**src/rtl/sirq_stop_pkg.sv**
```systemverilog
// Package: shared types for the serial interrupt stop-frame tracker.
// Assumes: nothing beyond standard SystemVerilog enum encoding.
package sirq_stop_pkg;

    // Protocol mode for the following serial interrupt cycle.
    typedef enum logic {
        MODE_QUIET = 1'b0,
        MODE_CONT  = 1'b1
    } sirq_mode_e;

    // Arming state of the stop-frame observer.
    typedef enum logic [1:0] {
        ST_IDLE  = 2'd0,
        ST_ARMED = 2'd1,
        ST_LOW   = 2'd2
    } stop_state_e;

endpackage

```
**src/rtl/sirq_arm_ctrl.sv**
```systemverilog
// Module: sirq_arm_ctrl
// Tracks whether a stop frame may be measured. It arms when the frames of a
// cycle are reported complete, enters the low phase on the first low sample,
// and finishes on the first high sample after it. It then disarms.
// Assumes: line_in is already synchronous to clk; frames_done may be a pulse
// or a level, and only its value in the idle state matters.
module sirq_arm_ctrl
    import sirq_stop_pkg::*;
(
    input  logic clk,
    input  logic rst_n,
    input  logic line_in,
    input  logic frames_done,
    output logic cnt_en,
    output logic cnt_clr,
    output logic meas_done
);

    stop_state_e state_q;
    stop_state_e state_d;

    // Next-state selection for the arming sequence.
    always_comb begin
        state_d = state_q;
        unique case (state_q)
            ST_IDLE:  if (frames_done) state_d = ST_ARMED;
            ST_ARMED: if (!line_in)    state_d = ST_LOW;
            ST_LOW:   if (line_in)     state_d = ST_IDLE;
            default:                   state_d = ST_IDLE;
        endcase
    end

    // State register with synchronous reset to idle.
    always_ff @(posedge clk) begin
        if (!rst_n) state_q <= ST_IDLE;
        else        state_q <= state_d;
    end

    // Counter controls and completion strobe derived from state and line.
    always_comb begin
        cnt_en    = (state_q != ST_IDLE) && !line_in;
        cnt_clr   = (state_q == ST_IDLE);
        meas_done = (state_q == ST_LOW) && line_in;
    end

    // idle with no completion report stays idle.
    p_arm_needs_frames_r1: assert property (@(posedge clk) disable iff (!rst_n)
        (state_q == ST_IDLE && !frames_done) |=> (state_q == ST_IDLE));

    // every completed measurement returns to idle.
    p_single_eval_r2: assert property (@(posedge clk) disable iff (!rst_n)
        meas_done |=> (state_q == ST_IDLE));

    // the low phase is only entered from a low sample.
    p_low_entry_r6: assert property (@(posedge clk) disable iff (!rst_n)
        (state_q == ST_ARMED && line_in) |=> (state_q == ST_ARMED));

endmodule

```
**src/rtl/sirq_low_meter.sv**
```systemverilog
// Module: sirq_low_meter
// Counts consecutive low samples while enabled. The count saturates at its
// maximum so that an overlong low can never alias to a short width.
// Assumes: cnt_clr and cnt_en are never requested at once by the controller.
module sirq_low_meter #(
    parameter int CNT_W = 4
) (
    input  logic             clk,
    input  logic             rst_n,
    input  logic             cnt_en,
    input  logic             cnt_clr,
    output logic [CNT_W-1:0] width
);

    localparam logic [CNT_W-1:0] CNT_MAX = {CNT_W{1'b1}};

    logic [CNT_W-1:0] width_q;

    // Saturating width counter with clear.
    always_ff @(posedge clk) begin
        if (!rst_n || cnt_clr)                  width_q <= '0;
        else if (cnt_en && width_q != CNT_MAX)  width_q <= width_q + 1'b1;
    end

    assign width = width_q;

    // a saturated count never wraps to a small value unless cleared.
    p_no_wrap_r6: assert property (@(posedge clk) disable iff (!rst_n)
        (width_q == CNT_MAX && !cnt_clr) |=> (width_q == CNT_MAX));

    // without enable or clear the count holds.
    p_hold_idle_r6: assert property (@(posedge clk) disable iff (!rst_n)
        (!cnt_en && !cnt_clr) |=> $stable(width_q));

endmodule

```
**src/rtl/sirq_mode_decode.sv**
```systemverilog
// Module: sirq_mode_decode
// Turns a finished low width into the next-cycle mode and the outcome pulses.
// Assumes: meas_done is a one-cycle strobe that arrives while width still
// holds the completed count.
module sirq_mode_decode
    import sirq_stop_pkg::*;
#(
    parameter int CNT_W     = 4,
    parameter int QUIET_LOW = 2,
    parameter int CONT_LOW  = 3
) (
    input  logic             clk,
    input  logic             rst_n,
    input  logic             meas_done,
    input  logic [CNT_W-1:0] width,
    output sirq_mode_e       mode,
    output logic             seen,
    output logic             bad
);

    localparam logic [CNT_W-1:0] QUIET_CODE = QUIET_LOW[CNT_W-1:0];
    localparam logic [CNT_W-1:0] CONT_CODE  = CONT_LOW[CNT_W-1:0];

    sirq_mode_e mode_q;
    logic       seen_q;
    logic       bad_q;

    // Mode register and single-cycle outcome pulses.
    always_ff @(posedge clk) begin
        if (!rst_n) begin
            mode_q <= MODE_CONT;
            seen_q <= 1'b0;
            bad_q  <= 1'b0;
        end else begin
            seen_q <= 1'b0;
            bad_q  <= 1'b0;
            if (meas_done) begin
                if (width == QUIET_CODE) begin
                    mode_q <= MODE_QUIET;
                    seen_q <= 1'b1;
                end else if (width == CONT_CODE) begin
                    mode_q <= MODE_CONT;
                    seen_q <= 1'b1;
                end else begin
                    bad_q  <= 1'b1;
                end
            end
        end
    end

    assign mode = mode_q;
    assign seen = seen_q;
    assign bad  = bad_q;

    // two-clock low selects quiet.
    p_quiet_on_two_r3: assert property (@(posedge clk) disable iff (!rst_n)
        (meas_done && width == QUIET_CODE) |=> (mode_q == MODE_QUIET && seen_q));

    // three-clock low selects continuous.
    p_cont_on_three_r4: assert property (@(posedge clk) disable iff (!rst_n)
        (meas_done && width == CONT_CODE) |=> (mode_q == MODE_CONT && seen_q));

    // other widths flag and keep the mode.
    p_bad_keeps_mode_r5: assert property (@(posedge clk) disable iff (!rst_n)
        (meas_done && width != QUIET_CODE && width != CONT_CODE)
            |=> (bad_q && !seen_q && $stable(mode_q)));

    // first cycle after reset shows continuous with no pulses.
    p_reset_state_r7: assert property (@(posedge clk) disable iff (!rst_n)
        !$past(rst_n) |-> (mode_q == MODE_CONT && !seen_q && !bad_q));

endmodule

```
**src/rtl/sirq_stop_tracker.sv**
```systemverilog
// Module: sirq_stop_tracker (top)
// Watches the serial interrupt line after the data frames of a cycle and
// decodes the host's stop-frame low width into the next cycle's mode.
// Assumes: sirq_in is already synchronised and sampled on clk; the block
// never drives the line.
module sirq_stop_tracker
    import sirq_stop_pkg::*;
#(
    parameter int CNT_W     = 4,
    parameter int QUIET_LOW = 2,
    parameter int CONT_LOW  = 3
) (
    input  logic clk,
    input  logic rst_n,
    input  logic sirq_in,
    input  logic frames_done,
    output logic next_mode,
    output logic stop_seen,
    output logic stop_bad
);

    logic             cnt_en;
    logic             cnt_clr;
    logic             meas_done;
    logic [CNT_W-1:0] width;
    sirq_mode_e       mode;

    sirq_arm_ctrl u_ctrl (
        .clk         (clk),
        .rst_n       (rst_n),
        .line_in     (sirq_in),
        .frames_done (frames_done),
        .cnt_en      (cnt_en),
        .cnt_clr     (cnt_clr),
        .meas_done   (meas_done)
    );

    sirq_low_meter #(.CNT_W(CNT_W)) u_meter (
        .clk     (clk),
        .rst_n   (rst_n),
        .cnt_en  (cnt_en),
        .cnt_clr (cnt_clr),
        .width   (width)
    );

    sirq_mode_decode #(
        .CNT_W     (CNT_W),
        .QUIET_LOW (QUIET_LOW),
        .CONT_LOW  (CONT_LOW)
    ) u_decode (
        .clk       (clk),
        .rst_n     (rst_n),
        .meas_done (meas_done),
        .width     (width),
        .mode      (mode),
        .seen      (stop_seen),
        .bad       (stop_bad)
    );

    assign next_mode = (mode == MODE_CONT);

    // a valid stop pulse follows a high sample preceded by a low one.
    p_seen_after_low_r8: assert property (@(posedge clk) disable iff (!rst_n)
        (stop_seen && $past(rst_n)) |-> ($past(sirq_in) && !$past(sirq_in, 2)));

    // the valid pulse lasts a single cycle.
    p_seen_one_cycle_r8: assert property (@(posedge clk) disable iff (!rst_n)
        stop_seen |=> !stop_seen);

    // valid and malformed outcomes never coincide.
    p_outcome_exclusive_r5: assert property (@(posedge clk) disable iff (!rst_n)
        !(stop_seen && stop_bad));

endmodule

```
**config.mk**
```make
export PLATFORM = sky130hd
export DESIGN_NAME = sirq_stop_tracker
export DESIGN_NICKNAME = d
export VERILOG_FILES = /design/src/rtl/sirq_stop_pkg.sv /design/src/rtl/sirq_arm_ctrl.sv /design/src/rtl/sirq_low_meter.sv /design/src/rtl/sirq_mode_decode.sv /design/src/rtl/sirq_stop_tracker.sv
export SDC_FILE = /design/constraint.sdc
export NUM_CORES = 1
export LEC_CHECK = 0
export ABC_AREA = 1
export ABC_CLOCK_PERIOD_IN_PS = 1150
export BUFFER_PORTS_ARGS = -buffer_cell sky130_fd_sc_hd__clkbuf_2
export CAP_MARGIN = 25
export CELL_PAD_IN_SITES_DETAIL_PLACEMENT = 0
export CELL_PAD_IN_SITES_GLOBAL_PLACEMENT = 2
export CORE_MARGIN = 3
export CORE_UTILIZATION = 28
export CTS_BUF_LIST = sky130_fd_sc_hd__clkbuf_4 sky130_fd_sc_hd__clkbuf_8
export CTS_CLUSTER_DIAMETER = 100
export DETAILED_ROUTE_END_ITERATION = 12
export PLACE_DENSITY = 0.72
export SLEW_MARGIN = 20
export SYNTH_ARGS = -nofsm -noshare
export SYNTH_HDL_FRONTEND = slang
export SYNTH_SLANG_ARGS = --single-unit
```
**constraint.sdc**
```tcl
create_clock -name clk -period 1.15 [get_ports clk]
set_input_delay 0.0575 -clock clk [delete_from_list [all_inputs] [get_ports clk]]
set_output_delay 0.0575 -clock clk [all_outputs]
set_load 0.1 [all_outputs]
```
After elaboration in Yosys (flattened, before gate mapping)
Cells that the tools add are included.
- register bits: 9
- input port bits: 4
- output and inout port bits: 3
- logic and storage cells: 38
- add/sub/neg operators: 1
- equal/unequal tests: 8
- multiplexer cells: 9
- bitwise logic cells: 2
- reductions and logical operators: 13
- operator list (kind ; number):
    == test 4 x 2 -> 1 bit (second input constant) ; 2
    two-way mux 2 bit ; 3
    inequality test 2 bit (second input constant) ; 3
    one-hot mux 2 bit (3 select lines) ; 1
    two-way mux 1 bit ; 5
    adder 4 x 1 -> 4 bit (second input constant) ; 1
    inequality test 4 bit (second input constant) ; 1
    AND reduction 2 bit ; 2
    nonzero test 2 bit ; 2
    logical AND 1 bit ; 3
    AND reduction 3 bit ; 1
    OR reduction 3 bit ; 1
    == test 2 x 1 -> 1 bit (second input constant) ; 1
    == test 2 bit (second input constant) ; 1
    zero test 1 bit ; 2
    zero test 2 bit ; 1
    inverter 1 bit ; 2
    logical OR 1 bit ; 1

Longest topological paths before layout
- depth in word-level cells: 4
- gate-level depth with buffers: 7
- mapped depth without buffers: 7

Hierarchy
Synthesis repeated with hierarchy kept, for this count alone.
- cells, all modules: 65
- area, all modules: 439.2 µm²
- by module, submodules not included (module ; instances ; cells each ; area each (µm²) ; sequential area each (µm²)):
    sirq_low_meter ; 1 ; 31 ; 201.4 ; 80.1
    sirq_mode_decode ; 1 ; 18 ; 132.6 ; 60.1
    sirq_arm_ctrl ; 1 ; 16 ; 105.1 ; 40.0

Worst setup path before layout
Ideal clock, no wire load.
- kind: reg2reg
- start: register u_decode.mode (netlist name)
- end: register u_decode.mode_q (netlist: u_decode.mode)
- setup time: 0.062 ns
- arrival time: 1.116 ns
- data required time: 1.088 ns
- slack: -0.028 ns
- stages on the path, launching flop included: 3
- buffers on the path: 0
- clock period less this slack: 1.178 ns
- path through: dfxtp_1 nand2_1 nand3_1
- RTL lines (what ; line ; source):
    end signal: assignment ; sirq_mode_decode.sv:31 ; mode_q <= MODE_CONT;
    end signal: assignment ; sirq_mode_decode.sv:39 ; mode_q <= MODE_QUIET;
    end signal: assignment ; sirq_mode_decode.sv:42 ; mode_q <= MODE_CONT;
    end: declaration ; sirq_mode_decode.sv:24 ; sirq_mode_e mode_q;

Worst setup path in the final report
- start: register u_meter.width_q[0] (netlist: u_meter.width[0])
- end: register u_meter.width_q[0] (netlist: u_meter.width[0])
- word-level cells in the longest chain between the ends: 2
- elaborated cells between the ends (all ways): 3
- classes of those cells: 1 x add/sub; 1 x eq/ne; 1 x reduce/logical
- RTL lines (what ; line ; source):
    start: declaration ; sirq_low_meter.sv:17 ; logic [CNT_W-1:0] width_q;
    start signal: assignment ; sirq_low_meter.sv:22 ; else if (cnt_en && width_q != CNT_MAX) width_q <= width_q + 1'b1;
    parallel branches: the longest is 2 deep, another holds adder 4 x 1 -> 4 bit ; -- ;
Several ways; the timed one is not identified.
A chain may end at the register's enable or synchronous reset.

==> qor.yml <==
placed_design:
  dp_cells: 87
  placed_area_um2: 542
  dpl.hpwl_um: 730
  pre_cts_ws_ps: -42.9
  place_congestion: 0.700
  portBuffers: 6
worst_setup_path:
  cp-start-kind: "register"
  crit_path_start: "u_meter.width[0]$_SDFFE_PP0P_"
  cp.required_ps: 1340
  criticalPathCategory: "register to register"
  cp-end-kind: "register"
  arrival_ps: 1280
  r2r_start: "u_meter.width[0]$_SDFFE_PP0P_"
  critPathMaxFanout: 4
timing:
  min_period_ps: 1080
  finalSetupViolations: 0
  setup_slack_ps: 67.3
  finalHoldViolCount: 0
  worst_pin_slew_ps: 299
  slew_headroom_pct: 80.1
  clock_skew_ps: 8.53
  post-route-period-util_pct: 94.1
  fmax_mhz: 924
  drv_slew: 0
  whs_ps: 17.8
  tns_ps: 0
  rsz0062_at_grt: "yes"
grt:
  overflow: 0
  grt_use_met2_pct: 14.0
  grt-busiest-layer: "met2"
  grtUsageMet1_pct: 13.2
  met3_usage_pct: 4.69
  grt_pass1_vias: 354
  grt_pass1_wl_um: 1480
  grt_max_degree: 8
  grt_use_total_pct: 10.2
  antenna_found_initial: 0
synthesis:
  synth_cell_types: 16
  synthesis.nets: 68
  synth-edff-count: 0
  syn_inst: 62
  synth_top_cells_by_count: "17 x nand2_1, 9 x dfxtp_1, 8 x inv_1, 6 x nand3_1, 5 x nor2_1"
  syn_area_per_cell_um2: 7.33
  synth_area_leaders: "dfxtp_1 40%, nand2_1 14%, nand3_1 6.6%, inv_1 6.6%, ha_1 5.5%"
  yosys.area.top_type_share_pct: 39.7
  synth.most_common_cell: "nand2_1"
  ys_seq_elements: 9
  synth_flop_cell: "dfxtp_1"
  synthArstFlopShare_pct: 0
  ys.warnings.count: 0
  netlist_area_um2: 454
  synth_largest_area_cell: "dfxtp_1"
  ys_seq_area_share_pct: 39.7
die:
  std_cell_rows: 13
  start_util_pct: 32.1
  fp.dieArea_mm2: 0.00214
  die_h_um: 46.3
  die_w_um: 46.3
  core_area_mm2: 0.00142
  io_pins: 7
min_path:
  hold_path.class: "input pin to register"
  hold_start: "sirq_in"
finish:
  final_cells: 93
  syn_to_final_growth_pct: 46.3
  n_antenna_cell: 0
  fin_nets: 85
  final_layout_size_suffix_gt1_share_pct: 48.7
  final_util_pct: 46.9
  final_area_um2: 664
power:
  powerDensity_mw_per_mm2: 961
  power.leakage_nw: 0.256
  total_power_mw: 0.638
  vdd_drop_max_uv: 743
cts:
  htreeDepth: 1
  tritoncts: "done"
  cts_root_buf: "clkbuf_4"
  cts_buffers: 3
  clockBufferDepth: 2
  clk_latency_ps: 260
  cts_sinks: 9
  path_clk_slew_ps: 70
run:
  max-cap-violations: 0
routing:
  drt_iter0_drc: 1
  drc: 0
  vias: 427
  postRouteAntennaNets: 0
  first_pass_iters: 3
  viasPerCell: 4.59
  drt_wl_total_um: 974
  routedWlPerCell_um: 10.5
status:
  run_status: "complete, no violations"
-- metal layers --
metal  vias to the layer above  share of wire, %  wire length (µm)
li1                        231                 -                 -
met1                       190                52               508
met2                         4                43               422
met3                         2               3.2                31
met4                         0               1.1                11
met5                         -                 0                 0
-- cells by family after synthesis --
family	Yosys count	synth area share, %
AO/OA/AOI/OAI	7	9.92
adder cells (fa/ha/maj)	2	5.51
buffers and inverters	9	7.44
flip-flops	9	39.7
AND/OR/NAND/NOR	35	37.5
-- critical path, stage by stage (launching register included) --
cell and delay, ps:
dfxtp_4 380, ha_4 160, buf_4 140, nand3_4 90
nand3_1 100, a21oi_2 140
-- timing repair --
item,CTS,global route
buffers inserted,0,1
resized for setup,3,19
hold endpoints to repair,1,0
hold buffers,1,0
endpoints found under the setup margin,5,5
pin swaps,0,5
-- state kept, by name (all words and copies together), names as in the netlist --
| name | cells |
|---|---|
| u_decode.seen | 1 |
| u_ctrl.state_q | 2 |
| u_decode.bad | 1 |
| u_decode.mode | 1 |
| u_meter.width | 4 |
-- layout by cell type, fill, tap and decap left out, types with 2 or more instances in the layout --
master and count:
clkbuf_4 3, clkbuf_2 3, buf_4 8, dfxtp_4 2, a21oi_2 2, nor2_1 4, ha_4 2, nand3_1 6
nor2_2 4, inv_1 5, inv_2 3, dfxtp_1 6, a21oi_1 2, nand2_2 3, nand2_1 13
-- power by group --
part | internal (mW) | total (mW) | leakage, nW | switching (mW)
clock | 0.128 | 0.245 | 0.0177 | 0.117
combinational | 0.0278 | 0.0688 | 0.164 | 0.0410
sequential | 0.314 | 0.324 | 0.0740 | 0.00995
total | 0.470 | 0.638 | 0.256 | 0.168
-- path summary, 6_finish.rpt --
check	endpoint	slack [ps]	cells after the start
max	u_meter.width[0]$_SDFFE_PP0P_	70	5
min	u_ctrl.state_q[1]$_SDFFE_PN0P_	20	2
max reg2reg	u_meter.width[0]$_SDFFE_PP0P_	70	5
min reg2reg	u_decode.mode$_SDFFE_PN1P_	460	2
-- area by class of cell --
class | count | area (µm²)
timing repair buffer | 12 | 85.1
clock buffer | 3 | 22.5
clock inverter | 1 | 5.00
fill | 148 | 751
sequential | 9 | 189
tap | 15 | 18.8
inverter | 9 | 36.3
multi-input combinational | 44 | 308
Note: power is estimated with default switching activity, not from simulation.
